<file path="src/rtl/bsched_pkg.sv">
package bsched_pkg;

    localparam int BATCH_W = 3;
    localparam int RANK_W  = 2;

    typedef logic [BATCH_W-1:0] batch_t;
    typedef logic [RANK_W-1:0]  rank_t;

    // Ordering key: a larger packed value means a more urgent request.
    typedef struct packed {
        logic   live;
        batch_t age;
        rank_t  urgency;
    } key_t;

    function automatic batch_t batch_age(batch_t now, batch_t stamp);
        return batch_t'(now - stamp);
    endfunction

    function automatic key_t make_key(logic live, batch_t now, batch_t stamp, rank_t rank);
        key_t k;
        k.live    = live;
        k.age     = live ? batch_age(now, stamp) : '0;
        k.urgency = live ? ~rank : '0;
        return k;
    endfunction

endpackage

</file>
<file path="src/rtl/bsched_epoch.sv">
module bsched_epoch
    import bsched_pkg::*;
#(
    parameter int INTERVAL = 3
) (
    input  logic   clk,
    input  logic   rst,
    output batch_t epoch
);
    localparam int PH_W = (INTERVAL > 1) ? $clog2(INTERVAL) : 1;
    localparam logic [PH_W-1:0] PH_LAST = PH_W'(INTERVAL - 1);

    logic [PH_W-1:0] phase;

    always_ff @(posedge clk) begin
        if (rst) begin
            phase <= '0;
            epoch <= '0;
        end else if (phase == PH_LAST) begin
            phase <= '0;
            epoch <= batch_t'(epoch + 1'b1);
        end else begin
            phase <= phase + 1'b1;
        end
    end
endmodule

</file>
<file path="src/rtl/bsched_keygen.sv">
module bsched_keygen
    import bsched_pkg::*;
#(
    parameter int NUM_IN   = 4,
    parameter int NUM_APPS = 4,
    parameter int APP_W    = 2
) (
    input  batch_t                     now,
    input  logic [NUM_IN-1:0]          live,
    input  logic [NUM_IN*APP_W-1:0]    app,
    input  logic [NUM_IN*BATCH_W-1:0]  stamp,
    input  logic [NUM_APPS*RANK_W-1:0] rank_cfg,
    output key_t [NUM_IN-1:0]          keys
);
    for (genvar g = 0; g < NUM_IN; g++) begin : g_lane
        logic [APP_W-1:0] lane_app;
        rank_t            lane_rank;
        assign lane_app  = app[g*APP_W +: APP_W];
        assign lane_rank = rank_cfg[int'(lane_app)*RANK_W +: RANK_W];
        assign keys[g]   = make_key(live[g], now, stamp[g*BATCH_W +: BATCH_W], lane_rank);
    end
endmodule

</file>
<file path="src/rtl/bsched_pick.sv">
module bsched_pick
    import bsched_pkg::*;
#(
    parameter int NUM_IN = 4
) (
    input  key_t [NUM_IN-1:0] keys,
    output logic [NUM_IN-1:0] win,
    output logic              any
);
    key_t best;

    // Strict comparison while scanning upward keeps the lowest index on ties.
    always_comb begin
        best = '0;
        win  = '0;
        for (int i = 0; i < NUM_IN; i++) begin
            if (keys[i] > best) begin
                best   = keys[i];
                win    = '0;
                win[i] = 1'b1;
            end
        end
        any = best.live;
    end
endmodule

</file>
<file path="src/rtl/bsched_out_arbiter.sv">
module bsched_out_arbiter
    import bsched_pkg::*;
#(
    parameter int NUM_IN   = 4,
    parameter int NUM_APPS = 4,
    parameter int INTERVAL = 3,
    localparam int APP_W   = (NUM_APPS > 1) ? $clog2(NUM_APPS) : 1
) (
    input  logic                       clk,
    input  logic                       rst,
    input  logic [NUM_APPS*RANK_W-1:0] rank_cfg,
    input  logic [NUM_IN-1:0]          req_valid,
    input  logic [NUM_IN*APP_W-1:0]    req_app,
    input  logic [NUM_IN*BATCH_W-1:0]  req_batch,
    output logic [BATCH_W-1:0]         cur_batch,
    output logic [NUM_IN-1:0]          grant,
    output logic                       grant_valid
);
    batch_t              epoch;
    key_t [NUM_IN-1:0]   keys;
    logic [NUM_IN-1:0]   win;
    logic                any;

    bsched_epoch #(.INTERVAL(INTERVAL)) u_epoch (
        .clk   (clk),
        .rst   (rst),
        .epoch (epoch)
    );

    bsched_keygen #(.NUM_IN(NUM_IN), .NUM_APPS(NUM_APPS), .APP_W(APP_W)) u_keygen (
        .now      (epoch),
        .live     (req_valid),
        .app      (req_app),
        .stamp    (req_batch),
        .rank_cfg (rank_cfg),
        .keys     (keys)
    );

    bsched_pick #(.NUM_IN(NUM_IN)) u_pick (
        .keys (keys),
        .win  (win),
        .any  (any)
    );

    always_ff @(posedge clk) begin
        if (rst) begin
            grant       <= '0;
            grant_valid <= 1'b0;
        end else begin
            grant       <= win;
            grant_valid <= any;
        end
    end

    assign cur_batch = epoch;
endmodule

</file>
<file path="config.mk">
export PLATFORM = sky130hd
export DESIGN_NAME = bsched_out_arbiter
export DESIGN_NICKNAME = d
export VERILOG_FILES = /design/src/rtl/bsched_pkg.sv /design/src/rtl/bsched_epoch.sv /design/src/rtl/bsched_keygen.sv /design/src/rtl/bsched_pick.sv /design/src/rtl/bsched_out_arbiter.sv
export SDC_FILE = /design/constraint.sdc
export NUM_CORES = 1
export LEC_CHECK = 0
export BUFFER_PORTS_ARGS = -buffer_cell sky130_fd_sc_hd__buf_4
export CAP_MARGIN = 10
export CELL_PAD_IN_SITES_DETAIL_PLACEMENT = 0
export CELL_PAD_IN_SITES_GLOBAL_PLACEMENT = 1
export CORE_MARGIN = 2
export CORE_UTILIZATION = 25
export CTS_BUF_LIST = sky130_fd_sc_hd__clkbuf_16
export CTS_CLUSTER_SIZE = 10
export DETAILED_ROUTE_END_ITERATION = 8
export GPL_TIMING_DRIVEN = 0
export PLACE_DENSITY = 0.54
export SYNTH_ARGS = -nofsm -noshare
export SYNTH_HDL_FRONTEND = slang
export SYNTH_SLANG_ARGS = --single-unit
</file>
<file path="constraint.sdc">
create_clock -name clk -period 16.6 [get_ports clk]
set_input_delay 2.49 -clock clk [delete_from_list [all_inputs] [get_ports clk]]
set_output_delay 2.49 -clock clk [all_outputs]
set_load 0.05 [all_outputs]
</file>
==> metrics <==
status complete, no violations; Initial Utilization 0.2608; Mapped Nets 220; syn_area_per_cell around 9.2 sq um; port buffer count just over 40; RR Endpoint grant_valid; post-synthesis instance area roughly 0.0015 sq mm; Synthesis Warnings 0; DIE AREA approximately 0.0064 sq mm; Primary FF master, synth dfxtp_1; clock buffer depth 2; Die W 80.26 um; Seq/Total Area, Yosys 0.1377; Worst Path Max Fanout 10; die height 80.26 um; Core ar. approximately 0.0056 sq mm; worst slew pin tran 0.4268 ns; final wirelength approximately 3400 um; flop and latch count out of synthesis 10; crit share post-route 0.4424; fmax between 100 and 150 MHz; relative slew slack 0.7154; Worst Path Required ~17 ns; post-CTS setup buffers 0; CTS tree yes; crit path DAT about 7.5 ns; Async SR Flop Fraction 0; Critical Path End grant_valid; vias approximately 1200; minimum clock period 7.344 ns; worst r2r src u_epoch.epoch[0]; Reg clk slew, reported paths about 0.04 ns; largest net degree at the start of global routing 11; dpl hpwl roughly 3000 um; RSZ-0062 raised after global routing no; share of cells above drive strength 1 0.3069; antenna violations before repair 0; most numerous cell in the Yosys netlist ha_1; first-pass GRT wire length 5989 um; Setup crit end kind flop; cell depth of the worst setup path 26; critical path startpoint req_batch[3]; Site Rows 27; dpl cells between 200 and 300; clk root buf clkbuf_16; Worst Hold Class reg -> reg; cell taking the most area after synthesis ha_1; # DRC 0; CP Launch Type input pin; DR iter-0 viols 49; Crit Path Class in -> reg; Cell variety after synth 37; Synth Instances between 150 and 200; Reg2Reg Depth 26; CTS H-tree lvls 1; GRT overflow 0; max_cap viols 0; Slowest Stage Delay on Critical Path roughly 0.37 ns; boundary pin count 42; fillers approximately 580; Reg2Reg Setup Slack ~11 ns; Power Density 96.29 mW/mm^2; Post-synth EDFFs 0; critical path's top delay family adder cells; Post-Route Skew ~0.002 ns; clock sink count 10; DRT antenna net count 0; Post-CTS Resized 0; Layout Cells excl Fill ~270; vias in the first global route between 1000 and 1500; Synth top area share 0.2065; # setup viols final 0; Synth area leaders ha_1 (21%), dfxtp_1 (14%), mux4_2 (12%); via/cell ratio about 4.5; Fin. Hold Viols 0; post-DR wirelength/cell between 10 and 15 um; final count of pins violating max slew 0; CTS Buf Count 3; Skew-Pair Late Insertion Delay 0.23 ns; first drt pass iteration count 4; slowest CP cell fa_1; P_leak approximately 0.94 nW; Synth-to-Final Area Change 32.53%; GP Congestion 0.7427; Antenna Cells 0; CP Buf/Inv Count 5; synth cell count leaders ha_1 (24), inv_1 (20), nand2_1 (11); post-route setup TNS 0 ns; final net count approximately 270; All-Layer GR Usage 0.1155; cell mode on critical path ha_1; Hold Buf Count CTS 0; Peak VDD IR between 0.05 and 0.06 mV
==> flip-flops by register name, indices dropped and copies added, names as in the netlist <==
| signal | flops |
|---|---|
| grant | 4 |
| u_epoch.phase | 2 |
| grant_valid | 1 |
| u_epoch.epoch | 3 |
==> kinds of logic after synthesis <==
kind of cell	Yosys count	share of synthesized area
adders and majority gates	28	0.2616
xor gates and xnor gates	10	0.06024
and+or+nand+nor	49	0.1824
DFF	10	0.1377
muxes	17	0.1945
AOI/OAI and AO/OA	20	0.09552
buffers and inverters	24	0.06798
==> how the worst min path moves through the flow <==
stage                           startpoint          endpoint  cells past startpoint
after CTS                 u_epoch.phase[0]  u_epoch.phase[0]                      1
final                     u_epoch.phase[0]  u_epoch.phase[0]                      1
after floorplan           u_epoch.phase[0]  u_epoch.phase[0]                      1
after global routing      u_epoch.phase[0]  u_epoch.phase[0]                      1
after detailed placement  u_epoch.phase[0]  u_epoch.phase[0]                      1
after global placement    u_epoch.phase[0]  u_epoch.phase[0]                      1
==> metal layers <==
layer	part of all wire	global-route usage
met5	0	0
met4	0	0.01017
met3	0.049	0.02360
met2	0.50	0.2142
met1	0.45	0.1418
==> cell usage in the layout, fill, tap and decap left out, types with 2 or more instances in the layout <==
cell type	n
a21o_1	2
a21oi_1	7
and2_1	4
and3_1	2
buf_4	41
clkbuf_1	2
clkbuf_16	3
dfxtp_1	10
fa_1	4
ha_1	24
inv_1	20
mux2_2	2
mux2_4	2
mux2i_1	5
mux4_2	8
nand2_1	11
nand2b_1	5
nand3_1	3
nor2_1	8
nor2b_1	6
nor3_1	2
nor4_1	2
o21a_1	3
o21ai_0	3
xnor2_1	5
xor2_1	5
==> final cells by class <==
cell class	instances	area, sq um	area share
plain buffers	4	23.77	0.01234
clock buffers	3	75.07	0.03896
inverters	20	75.07	0.03896
multi-input cells	124	1155	0.5994
flip-flops and latches	10	200.2	0.1039
well taps	72	90.09	0.04675
repair buffers	41	307.8	0.1597
==> power breakdown <==
| group | switching [mW] | leakage [nW] | internal (mW) | total [mW] |
|---|---|---|---|---|
| logic | 0.0621 | 0.820 | 0.0512 | 0.113 |
| clock network | 0.00944 | 0.0370 | 0.0311 | 0.0405 |
| registers | 0.00226 | 0.0820 | 0.0295 | 0.0317 |
| total | 0.0738 | 0.939 | 0.112 | 0.186 |
==> metrics by stage <==
step           hold WS, ns    util  power, mW  setup WS [ns]  instance area, sq um
6_report            0.4166  0.3457     0.1855          9.256                  1927
5_1_grt             0.4281  0.3457     0.2038          8.802                  1927
4_1_cts             0.4210  0.3457     0.1881          9.238                  1927
3_5_place_dp        0.4120  0.3322     0.1461          9.040                  1852
3_3_place_gp        0.4074  0.3322     0.1444          9.068                  1852
2_1_floorplan       0.3975       -     0.1148          9.519                  1454
Note: power is estimated with default switching activity, not from simulation.
